--- config.mk ---
export PLATFORM = sky130hd
export DESIGN_NAME = spec_line_buf
export DESIGN_NICKNAME = d
export VERILOG_FILES = /design/src/rtl/spec_line_buf_pkg.sv /design/src/rtl/spec_line_buf_ctrl.sv /design/src/rtl/spec_line_buf_dp.sv /design/src/rtl/spec_line_buf.sv
export SDC_FILE = /design/constraint.sdc
export NUM_CORES = 1
export LEC_CHECK = 0
export BUFFER_PORTS_ARGS = -buffer_cell sky130_fd_sc_hd__buf_4
export CORE_ASPECT_RATIO = 1.4
export CORE_MARGIN = 2
export CORE_UTILIZATION = 60
export CTS_CLUSTER_SIZE = 8
export DETAILED_ROUTE_END_ITERATION = 16
export PLACE_DENSITY = 0.79
export SYNTH_ARGS = -nofsm -noshare
export SYNTH_HDL_FRONTEND = slang
export SYNTH_SLANG_ARGS = --single-unit
export TNS_END_PERCENT = 50
--- constraint.sdc ---
create_clock -name clk -period 4.33 [get_ports clk]
set_input_delay 0.433 -clock clk [delete_from_list [all_inputs] [get_ports clk]]
set_output_delay 0.433 -clock clk [all_outputs]
set_load 0.02 [all_outputs]
--- src/rtl/spec_line_buf_pkg.sv ---
package spec_line_buf_pkg;

  typedef enum logic {
    ST_OPEN  = 1'b0,
    ST_DRAIN = 1'b1
  } bufState_t;

  // Strobes from the control to the datapath
  typedef struct packed {
    logic doWrite;    // write into a resident line
    logic allocate;   // claim the next slot for a new line
    logic squashAll;  // drop every line and mark
    logic drainPop;   // retire the selected drain word
    logic clearAll;   // drain finished, release all lines
  } dpCtrl_t;

endpackage

--- src/rtl/spec_line_buf_ctrl.sv ---
module spec_line_buf_ctrl
  import spec_line_buf_pkg::*;
#(
  parameter int NUM_LINES = 4
) (
  input  logic                          clk,
  input  logic                          rstN,
  input  logic                          wrEn,
  input  logic                          commit,
  input  logic                          squash,
  input  logic                          wrHit,
  input  logic                          anyDirty,
  output dpCtrl_t                       ctrl,
  output logic [$clog2(NUM_LINES)-1:0]  allocSlot,
  output logic                          full,
  output logic                          draining
);

  localparam int SLOT_W = $clog2(NUM_LINES);
  localparam int CNT_W  = $clog2(NUM_LINES + 1);
  localparam logic [CNT_W-1:0] LINES_C = CNT_W'(NUM_LINES);

  bufState_t        stateQ;
  logic [CNT_W-1:0] nextSlotQ;
  logic             fullQ;
  logic             slotFree;

  assign slotFree  = (nextSlotQ < LINES_C);
  assign allocSlot = nextSlotQ[SLOT_W-1:0];
  assign full      = fullQ;
  assign draining  = (stateQ == ST_DRAIN);

  always_comb begin
    ctrl = '0;
    if (stateQ == ST_OPEN) begin
      if (squash) begin
        ctrl.squashAll = 1'b1;
      end else if (!commit && wrEn) begin
        if (wrHit)
          ctrl.doWrite = 1'b1;
        else if (slotFree)
          ctrl.allocate = 1'b1;
      end
    end else begin
      if (anyDirty)
        ctrl.drainPop = 1'b1;
      else
        ctrl.clearAll = 1'b1;
    end
  end

  always_ff @(posedge clk) begin
    if (!rstN) begin
      stateQ    <= ST_OPEN;
      nextSlotQ <= '0;
      fullQ     <= 1'b0;
    end else if (stateQ == ST_OPEN) begin
      if (squash) begin
        nextSlotQ <= '0;
        fullQ     <= 1'b0;
      end else if (commit) begin
        stateQ <= ST_DRAIN;
        fullQ  <= 1'b0;
      end else if (wrEn && !wrHit) begin
        if (slotFree)
          nextSlotQ <= nextSlotQ + 1'b1;
        else
          fullQ <= 1'b1;
      end
    end else begin
      if (!anyDirty) begin
        stateQ    <= ST_OPEN;
        nextSlotQ <= '0;
      end
    end
  end

endmodule

--- src/rtl/spec_line_buf_dp.sv ---
module spec_line_buf_dp
  import spec_line_buf_pkg::*;
#(
  parameter int NUM_LINES = 4,
  parameter int WORDS     = 4,
  parameter int LINE_AW   = 12,
  parameter int DATA_W    = 16
) (
  input  logic                          clk,
  input  logic                          rstN,
  input  dpCtrl_t                       ctrl,
  input  logic [$clog2(NUM_LINES)-1:0]  allocSlot,
  input  logic [LINE_AW-1:0]            wrLine,
  input  logic [$clog2(WORDS)-1:0]      wrWord,
  input  logic [DATA_W-1:0]             wrData,
  input  logic [LINE_AW-1:0]            rdLine,
  input  logic [$clog2(WORDS)-1:0]      rdWord,
  input  logic [DATA_W-1:0]             fillData,
  output logic [DATA_W-1:0]             rdData,
  output logic                          wrHit,
  output logic                          anyDirty,
  output logic [LINE_AW-1:0]            drainLine,
  output logic [$clog2(WORDS)-1:0]      drainWord,
  output logic [DATA_W-1:0]             drainData
);

  localparam int SLOT_W = $clog2(NUM_LINES);
  localparam int WIDX_W = $clog2(WORDS);

  logic [LINE_AW-1:0] tagQ  [NUM_LINES];
  logic [DATA_W-1:0]  dataQ [NUM_LINES][WORDS];
  logic [WORDS-1:0]   maskQ [NUM_LINES];
  logic [NUM_LINES-1:0] validQ;

  logic [SLOT_W-1:0] wrSlot, rdSlot, drSlot;
  logic              rdHit;
  logic [WIDX_W-1:0] drWord;

  // Tag match for the write port
  always_comb begin
    wrHit  = 1'b0;
    wrSlot = '0;
    for (int s = 0; s < NUM_LINES; s++) begin
      if (validQ[s] && tagQ[s] == wrLine) begin
        wrHit  = 1'b1;
        wrSlot = SLOT_W'(s);
      end
    end
  end

  // Tag match for the read port, marked words override the fill data
  always_comb begin
    rdHit  = 1'b0;
    rdSlot = '0;
    for (int s = 0; s < NUM_LINES; s++) begin
      if (validQ[s] && tagQ[s] == rdLine) begin
        rdHit  = 1'b1;
        rdSlot = SLOT_W'(s);
      end
    end
    if (rdHit && maskQ[rdSlot][rdWord])
      rdData = dataQ[rdSlot][rdWord];
    else
      rdData = fillData;
  end

  // Drain pick: lowest slot first, then lowest word
  always_comb begin
    anyDirty = 1'b0;
    drSlot   = '0;
    drWord   = '0;
    for (int s = NUM_LINES - 1; s >= 0; s--) begin
      for (int w = WORDS - 1; w >= 0; w--) begin
        if (maskQ[s][w]) begin
          anyDirty = 1'b1;
          drSlot   = SLOT_W'(s);
          drWord   = WIDX_W'(w);
        end
      end
    end
  end

  assign drainLine = tagQ[drSlot];
  assign drainWord = drWord;
  assign drainData = dataQ[drSlot][drWord];

  always_ff @(posedge clk) begin
    if (!rstN) begin
      validQ <= '0;
      for (int s = 0; s < NUM_LINES; s++) begin
        tagQ[s]  <= '0;
        maskQ[s] <= '0;
        for (int w = 0; w < WORDS; w++)
          dataQ[s][w] <= '0;
      end
    end else if (ctrl.squashAll || ctrl.clearAll) begin
      validQ <= '0;
      for (int s = 0; s < NUM_LINES; s++)
        maskQ[s] <= '0;
    end else begin
      if (ctrl.doWrite) begin
        dataQ[wrSlot][wrWord] <= wrData;
        maskQ[wrSlot][wrWord] <= 1'b1;
      end
      if (ctrl.allocate) begin
        validQ[allocSlot]         <= 1'b1;
        tagQ[allocSlot]           <= wrLine;
        dataQ[allocSlot][wrWord]  <= wrData;
        maskQ[allocSlot]          <= WORDS'(1) << wrWord;
      end
      if (ctrl.drainPop)
        maskQ[drSlot][drWord] <= 1'b0;
    end
  end

endmodule

--- src/rtl/spec_line_buf.sv ---
module spec_line_buf
  import spec_line_buf_pkg::*;
#(
  parameter int NUM_LINES = 4,
  parameter int WORDS     = 4,
  parameter int LINE_AW   = 12,
  parameter int DATA_W    = 16
) (
  input  logic                      clk,
  input  logic                      rstN,
  input  logic                      wrEn,
  input  logic [LINE_AW-1:0]        wrLine,
  input  logic [$clog2(WORDS)-1:0]  wrWord,
  input  logic [DATA_W-1:0]         wrData,
  input  logic [LINE_AW-1:0]        rdLine,
  input  logic [$clog2(WORDS)-1:0]  rdWord,
  input  logic [DATA_W-1:0]         fillData,
  output logic [DATA_W-1:0]         rdData,
  input  logic                      commit,
  input  logic                      squash,
  output logic                      full,
  output logic                      drainValid,
  output logic [LINE_AW-1:0]        drainLine,
  output logic [$clog2(WORDS)-1:0]  drainWord,
  output logic [DATA_W-1:0]         drainData
);

  localparam int SLOT_W = $clog2(NUM_LINES);

  dpCtrl_t           ctrl;
  logic [SLOT_W-1:0] allocSlot;
  logic              wrHit;
  logic              anyDirty;
  logic              draining;

  spec_line_buf_ctrl #(.NUM_LINES(NUM_LINES)) u_ctrl (
    .clk(clk), .rstN(rstN), .wrEn(wrEn), .commit(commit), .squash(squash),
    .wrHit(wrHit), .anyDirty(anyDirty), .ctrl(ctrl), .allocSlot(allocSlot),
    .full(full), .draining(draining)
  );

  spec_line_buf_dp #(
    .NUM_LINES(NUM_LINES), .WORDS(WORDS), .LINE_AW(LINE_AW), .DATA_W(DATA_W)
  ) u_dp (
    .clk(clk), .rstN(rstN), .ctrl(ctrl), .allocSlot(allocSlot),
    .wrLine(wrLine), .wrWord(wrWord), .wrData(wrData),
    .rdLine(rdLine), .rdWord(rdWord), .fillData(fillData), .rdData(rdData),
    .wrHit(wrHit), .anyDirty(anyDirty),
    .drainLine(drainLine), .drainWord(drainWord), .drainData(drainData)
  );

  assign drainValid = draining && anyDirty;

endmodule

Word-level counts from Yosys, hierarchy flattened
Memories as Yosys holds them, arrays and structs flattened.
Index checks and enable logic that the tools add are counted.
{"block": "totals", "elab_cells": 214, "mem_bits_rw": 320, "mem_count": 3, "out_inout_bits": 48, "inputBits": 65, "ff_bits": 9}
{"memory": "u_dp.dataQ", "words": 4, "word_bits": 64, "rd": 2, "rd_clocked_by_memory_dff": 0, "write_ports": 4, "line_no": "spec_line_buf_dp.sv:31", "source": "logic [DATA_W-1:0] dataQ [NUM_LINES][WORDS];"}
{"memory": "u_dp.tagQ", "words": 4, "word_bits": 12, "rd": 5, "rd_clocked_by_memory_dff": 0, "write_ports": 4, "line_no": "spec_line_buf_dp.sv:30", "source": "logic [LINE_AW-1:0] tagQ [NUM_LINES];"}
{"memory": "u_dp.maskQ", "words": 4, "word_bits": 4, "rd": 5, "rd_clocked_by_memory_dff": 0, "write_ports": 4, "line_no": "spec_line_buf_dp.sv:32", "source": "logic [WORDS-1:0] maskQ [NUM_LINES];"}
{"block": "op_classes", "n_addsub": 1, "n_lt_le_gt_ge": 12, "reduce_logical": 31, "n_eq_ne": 11, "n_shift": 1, "n_mux": 141, "bitwise_logic": 10}
{"operator": "$mux W64", "count": 6}
{"operator": "$reduce_or A64 Y1", "count": 2}
{"operator": "$eq A12 B12 Y1", "count": 8}
{"operator": "$mux W16", "count": 6}
{"operator": "$mux W2", "count": 44}
{"operator": "$bmux W16 S2", "count": 2}
{"operator": "$mux W1", "count": 58}
{"operator": "$mux W4", "count": 12}
{"operator": "$demux W16 S2", "count": 1}
{"operator": "$mux W3", "count": 7}
{"operator": "$logic_and A1 B1 Y1", "count": 16}
{"operator": "$lt A2 B3 Y1 const B", "count": 4}
{"operator": "$mux W12", "count": 1}
{"operator": "$reduce_or A12 Y1", "count": 1}
{"operator": "$reduce_or A4 Y1", "count": 3}
{"operator": "$ge A3 B3 Y1 const B", "count": 3}
{"operator": "$not A2 Y3", "count": 3}
{"operator": "$reduce_bool A3 Y1", "count": 3}
{"operator": "$demux W1 S2", "count": 3}
{"operator": "$ge A2 B1 Y1 const B", "count": 3}
{"operator": "$or A1 B1 Y1", "count": 4}
{"operator": "$or A4 B4 Y4", "count": 1}
{"operator": "$reduce_and A4 Y1", "count": 1}
{"operator": "$shl A1 B2 Y4 const A", "count": 1}
{"operator": "12 further kinds", "count": 14}

Depth between registers and ports, before layout
Gate-level depths: netlist (run 1).
An unclocked memory read counts as a cell.
{"block": "depth", "depth_word": 27, "mapped_depth": 12, "ltp_nobuf": 8}

By module
Synthesis (run 1) repeated with hierarchy kept, for this count alone.
{"block": "unflattened", "cells_unflattened": 1620, "area_unflattened_um2": 17873.4}
{"module": "spec_line_buf_dp", "cells_each": 1587, "area_each_um2": 17553.1, "instances": 1, "seq_area_each_um2": 9529.1}
{"module": "spec_line_buf_ctrl", "cells_each": 32, "area_each_um2": 314.1, "instances": 1, "seq_area_each_um2": 100.1}
{"module": "spec_line_buf", "cells_each": 1, "area_each_um2": 6.3, "instances": 1, "seq_area_each_um2": 0.0}

Worst setup path after synthesis (run 1)
OpenSTA, ideal clock, no wires.
{"block": "synth_timing", "path_type": "in2reg", "startpoint": "in wrLine[9]", "endpoint": "mem u_dp.tagQ[3][0] (enable)", "setup_slack_ns": 1.080, "cell_stages": 9, "required_ns": 3.930, "arrival_time_ns": 2.850, "path_buffers": 1, "setup_ns": 0.400, "cell_sequence": "buf_2 > xnor2_1 > nand4_1 > nor4_2 > nor4_2 > nand2_1 > nor3_1 > inv_1 > o31ai_1"}
{"element": "from (decl)", "line_no": "spec_line_buf.sv:12", "source": "input logic [LINE_AW-1:0] wrLine,"}
{"element": "to (decl)", "line_no": "spec_line_buf_dp.sv:30"}

==> results of run 1 <==
-- cells in the mapped netlist (23+ instances only) --
library cell and count:
edfxtp_1 320, and3_1 273, clkbuf_1 96, nor2_1 91
xnor2_1 86, mux4_2 76, and2_1 60, buf_2 55
inv_1 55, nor3_1 55, mux2i_1 51, a21oi_1 46
a2111oi_0 40, o21ai_0 33, nand2_1 24, nand2b_1 24
or3_1 23
-- through the flow --
stage / setup WS [ns] / cell area [sq um] / power, mW / hold slack [ns]
6_report: 0.0337 / 22000 / 8.40 / 0.128
5_1_grt: -0.114 / 22000 / 8.59 / 0.155
4_1_cts: 0.0260 / 21900 / 8.38 / 0.112
3_5_place_dp: 0.301 / 20600 / 5.17 / 0.484
3_3_place_gp: 0.412 / 20600 / 5.14 / 0.474
2_1_floorplan: 1.08 / 19200 / 4.60 / 0.458
-- registers in the layout, indices dropped and copies added (netlist names) --
signal,cells
u_ctrl.draining,1
u_ctrl.full,1
u_ctrl.nextSlotQ,3
u_dp.dataQ,256
u_dp.maskQ,16
u_dp.tagQ,48
u_dp.validQ,4
-- where the power goes --
part	switching [mW]	internal (mW)	total, mW
sequential	0.100	3.62	3.72
combinational	0.826	0.611	1.44
clock	1.31	1.93	3.24
total	2.24	6.16	8.40
-- kinds of logic after synthesis --
family,count (synthesis)
and+or+nand+nor,621
DFF,329
AOI/OAI and AO/OA,246
buffers and inverters,219
muxes,128
xor gates and xnor gates,97
adders and majority gates,4
-- routing by layer --
| metal | part of all wire (%) | vias up |
|---|---|---|
| met4 | 7.4 | 2 |
| met1 | 32 | 7422 |
| met2 | 49 | 1124 |
| met3 | 11 | 292 |
| li1 | - | 6458 |
| met5 | 0.019 | - |
-- timing repair --
item,CTS,global route
gates cloned,0,0
setup buffers,3,1
gates resized for setup,5,12
endpoints found under the setup margin,12,21
pin swaps,1,0
-- final cells by class --
type / instances / area [sq um]
Antenna cell: 4 / 10.0
Multi-Input combinational cell: 1096 / 8680
Inverter: 56 / 210
Clock inverter: 3 / 41.3
Clock buffer: 56 / 1210
Tap cell: 395 / 494
Fill cell: 2187 / 9600
Timing Repair Buffer: 180 / 1570
Sequential cell: 329 / 9790
-- critical path: cells and delay by family, from the launching register on --
kind / cells / cell delay (ns)
compound gates: 1 / 0.39
simple gates: 2 / 0.88
buf+inv: 3 / 0.72
flops: 1 / 0.50
mux: 3 / 0.80
-- worst max-delay path by stage --
| stage | end | slack [ns] | cells past startpoint |
|---|---|---|---|
| floorplan | u_dp.tagQ[3][0] | 1.08 | 9 |
| CTS | rdData[1] | 0.03 | 9 |
| detailed placement | rdData[0] | 0.30 | 11 |
| finish | drainData[2] | 0.03 | 9 |
| global route | rdData[1] | -0.11 | 10 |
| global placement | rdData[3] | 0.41 | 11 |
==> metrics.csv, run 1 <==
metric,value,unit
cts_buffers,47,
core_area,31600,sq um
rows,77,
status,finished clean,
syn_avg_cell_area,11.7,sq um
synth-seq-area-share,50.9,%
slew_headroom,21.7,%
final_cells,2119,
drt_iter0_markers,1720,
area_growth,14.4,%
grt_setup_unrepaired,true,
synth_ff_type,edfxtp_1,
finalSetupViolations,0,
fin_skew,0.0282,ns
endpoint_kind,output port,
die_h,216,um
worst-path-max-fanout,21,
synth_area,19200,sq um
synth_top_cell_by_area,edfxtp_1,
met1_usage,42.6,%
hold_end,u_ctrl.draining,
first_global_vias,15500,
grt.met3_usage,7.75,%
gr-usage-met2,60.8,%
crit_chain,nor4_1 -> nand2_1 -> a21oi_4 -> buf_12 -> buf_12 -> mux4_2 -> mux2i_1 -> mux2i_1 -> buf_4,
antenna_found_initial,5,
holdPathStages,3,
synth_fa_ha_area_share,0.260,%
timing.rr.end,u_dp.dataQ[0][47],
busiest_layer,met2,
max_freq,233,MHz
die_w,155,um
arrival,3.86,ns
hp-start,commit,
synthCells,1644,
r2r_slack,0.71,ns
path_class,reg -> out,
fin_util,69.6,%
track_usage,36.7,%
ys_seq_elements,329,
power_density,382,nW/um^2
crit_required,3.90,ns
overflow,0,
hpwl,38800,um
period_needed,4.30,ns
max_cap_viol_count,0,
crit_path_top_delay_cell,nor4_1,
setup_tns,0,ns
layout_common_cells,"edfxtp_1, and3_1, buf_4",
rr_startpoint,u_dp.tagQ[0][9],
synth_mux_area_share,11.6,%
synth-edff-count,320,
synth.net_count,1713,
postRouteAntennaNets,0,
ff2ff_path_depth,8,
tightest_slew,1.17,ns
drc_errors,0,
grt_pass1_wl,91500,um
nets,1779,
cts_tree,done,
avgRoutedWirePerCell,29.0,um
setup.worst_path.start,u_dp.maskQ[0][0],
clk-insertion-delay-late,0.57,ns
wirelength,61500,um
h-tree-depth,2,
first_pass_iters,6,
port_buffers,112,
synth-xor-area-share,4.42,%
ir_drop,0.000349,V
hold_class,in -> reg,
synth_compound_area_share,9.34,%
routabilityCongestion,0.904,
synth_top_area_share,50.0,%
hold_viol,0,
slew_violations,0,
num_vias,15300,
fp.dieArea,33500,sq um
layout_commonest_cell,edfxtp_1,
initial_utilization,60.9,%
vias_per_cell,7.22,
clk_path_buf_depth,3,
async_flop_share,0,%
cts_hold_buf,0,
max_stage_delay,0.66,ns
worst_setup_path_start_kind,flip-flop,
synthTopCellsByArea,"edfxtp_1, mux4_2, and3_1, xnor2_1, mux2i_1",
synth.distinct_cells,69,
synth_simple_gate_area_share,18.6,%
cts_root_buffer,clkbuf_16,
placedCellCount,2052,
cts_sinks,329,
grt_start_max_net_pins,68,
p_leak,8.99,nW
yosys_warnings,0,
drive_above_1_share,19.5,%
io-pin-count,113,
synth_top_family_by_area,simple AND/OR/NAND/NOR gates,
min_period_over_period,99.2,%
cts.clk_slew.worst_paths,0.05,ns
Note: power is estimated with default switching activity, not from simulation.
==> run 2, diff against run 1 <==
- CORE_UTILIZATION: 60 -> 45
- PLACE_DENSITY: 0.79 -> unset
- SETUP_SLACK_MARGIN: unset -> 0.5
==> run 2 against run 1 <==
  * Non-clock buffer count rose by 77
  * First-iteration DRC count rose by 3.4%
  * Flip-flop and latch count did not move
  * Setup slack gained 0.19 ns
  * Wire length rose by 20%
  * Highest routed layer unchanged
  * Die area is 33% higher
  * Power up 2.9%
  * Utilization decreased by 12 points
==> metrics.csv, run 2 (synthesis results as in run 1) <==
metric,value,unit,change
status,finished clean,,unchanged
die_w,179,um,was 155 um
die_h,249,um,was 216 um
clk-insertion-delay-late,0.58,ns,was 0.57 ns
cts.clk_slew.worst_paths,0.06,ns,was 0.05 ns
drive_above_1_share,28.8,%,was 19.5%
largest_reg_flops,256,,unchanged
max_cap_viol_count,0,,unchanged
avgRoutedWirePerCell,31.5,um,was 29.0 um
rows,89,,was 77
antenna_found_initial,1,,was 5
io-pin-count,113,,unchanged
overflow,0,,unchanged
first_pass_iters,6,,unchanged
period_needed,4.10,ns,was 4.30 ns
nets,1857,,was 1779
area_growth,26.1,%,was 14.4%
worst-path-buf-inv,3,,unchanged
crit_path_top_delay_cell,edfxtp_1,,was nor4_1
endpoint_kind,output port,,unchanged
wirelength,73800,um,was 61500 um
first_global_vias,16100,,was 15500
worst_setup_path_start_kind,flip-flop,,unchanged
worst-path-max-fanout,20,,was 21
slew_violations,0,,unchanged
worst_slack,0.227,ns,was 0.0337 ns
power,8.64,mW,was 8.40 mW
crit_chain,xor2_2 -> nor4_2 -> nand4_1 -> clkbuf_16 -> nand3_1 -> buf_8 -> o221a_1 -> a21oi_1 -> o21ai_1 -> a221o_1 -> buf_6,,was nor4_1 -> nand2_1 -> a21oi_4 -> buf_12 -> buf_12 -> mux4_2 -> mux2i_1 -> mux2i_1 -> buf_4
final_cells,2344,,was 2119
max_freq,244,MHz,was 233 MHz
path_class,reg -> out,,unchanged
layout_commonest_cell,edfxtp_1,,unchanged
min_period_over_period,94.8,%,was 99.2%
cts_buffers,47,,unchanged
fin_skew,0.0380,ns,was 0.0282 ns
crit_required,3.90,ns,about the same
crit_family,compound AO/OA/AOI/OAI gates,,was simple AND/OR/NAND/NOR gates
regMostFlops,u_dp.dataQ,,unchanged
hpwl,42800,um,was 38800 um
num_antenna_cells,0,,was 4
finalSetupViolations,0,,unchanged
p_leak,9.87,nW,was 8.99 nW
arrival,3.67,ns,was 3.86 ns
drt_iter0_markers,1779,,was 1720
hold_viol,0,,unchanged
clk_path_buf_depth,3,,unchanged
fp.dieArea,44400,sq um,was 33500 sq um
grt_setup_unrepaired,true,,unchanged
grt_start_max_net_pins,68,,unchanged
core_area,42200,sq um,was 31600 sq um
hold_class,in -> reg,,unchanged
layout_common_cells,"edfxtp_1, and3_1, buf_4",,unchanged
cts_hold_buf,0,,unchanged
cts_tree,done,,unchanged
tightest_slew,0.796,ns,was 1.17 ns
max_stage_delay,0.47,ns,was 0.66 ns
slew_headroom,46.5,%,was 21.7%
port_buffers,112,,unchanged
fill_cells,3416,,was 2187
setup_tns,0,ns,unchanged
place_ws,0.365,ns,was 0.301 ns
num_vias,15900,,was 15300
power_density,356,nW/um^2,was 382 nW/um^2
routabilityCongestion,1.02,,was 0.904
r2r_slack,0.56,ns,was 0.71 ns
placedCellCount,2212,,was 2052
cts_sinks,329,,unchanged
h-tree-depth,2,,unchanged
initial_utilization,45.6,%,was 60.9%
postRouteAntennaNets,0,,unchanged
top_regs,"u_dp.dataQ x256, u_dp.tagQ x48, u_dp.maskQ x16",,unchanged
track_usage,32.0,%,was 36.7%
grt_pass1_wl,103000,um,was 91500 um
cts_root_buffer,clkbuf_16,,unchanged
vias_per_cell,6.79,,was 7.22
ir_drop,0.000306,V,was 0.000349 V
drc_errors,0,,unchanged
[run 2: cell count changes in the layout (fill, tap and decap cells not counted), sizes merged]
| cell | change |
|---|---|
| buf | +70 |
| bufbuf | +2 |
| diode | -4 |
| nand2 | +1 |
| clkbuf | +5 |
[run 2: routing by layer]
metal / wire length [um] / GRT usage (%) / vias to the layer above
met1: 25400 / 37.9 / 7932
met3: 6980 / 5.73 / 306
met5: 16 / 0 / -
met4: 5400 / 19.8 / 2
met2: 35900 / 53.6 / 1068
li1: - / - / 6603
[run 2: power breakdown]
part           switching [mW]  leakage [nW]  internal (mW)  total (mW)
Combinational           0.917          5.89          0.697        1.61
Sequential              0.111          3.37           3.62        3.73
Clock                    1.36         0.608           1.93        3.30
[run 2: timing repair]
action / 4_1_cts / 5_1_grt
buffers inserted: 29 / 29
resized for setup: 159 / 78
hold endpoints to repair: 0 / 0
pin swaps: 44 / 22
setup endpoints to repair: 44 / 169
cloned: 9 / 6
[run 2: worst reg2reg max path, cell delays in order (launching register included)]
cell      delay, ns
edfxtp_1       0.46
buf_4          0.19
xnor2_1        0.34
nand3_1        0.12
nor4_1         0.45
buf_4          0.20
nor2_1         0.04
a311oi_1       0.49
and2_2         0.53
and2_1         0.23
nand2b_1       0.16
buf_12         0.22
[run 2: final timing paths]
path,from,endpoint,cells past startpoint
worst min-delay path,commit,u_ctrl.draining,3
worst max register to register,u_dp.tagQ[1][9],u_dp.dataQ[0][2],11
worst max-delay path,u_dp.tagQ[2][0],rdData[3],11
worst min register to register,u_ctrl.full,u_ctrl.full,2
[run 2: layout make-up]
cell class	count	area, sq um	area share, %
Multi-Input combinational cell	1097	9550	39.4
Inverter	56	210	0.867
Clock buffer	56	1210	4.99
Timing Repair Buffer	257	2770	11.4
Clock inverter	3	41.3	0.170
Tap cell	546	683	2.82
Sequential cell	329	9790	40.4
[run 2: through the flow]
| stage | hold WS, ns | util [%] | cell area, sq um |
|---|---|---|---|
| final | 0.117 | 57.4 | 24200 |
| after global routing | 0.124 | 57.4 | 24200 |
| after CTS | 0.107 | 55.5 | 23400 |
| after detailed placement | 0.491 | 49.8 | 21000 |
| after global placement | 0.486 | 49.8 | 21000 |
| after floorplan | 0.458 | - | 19200 |
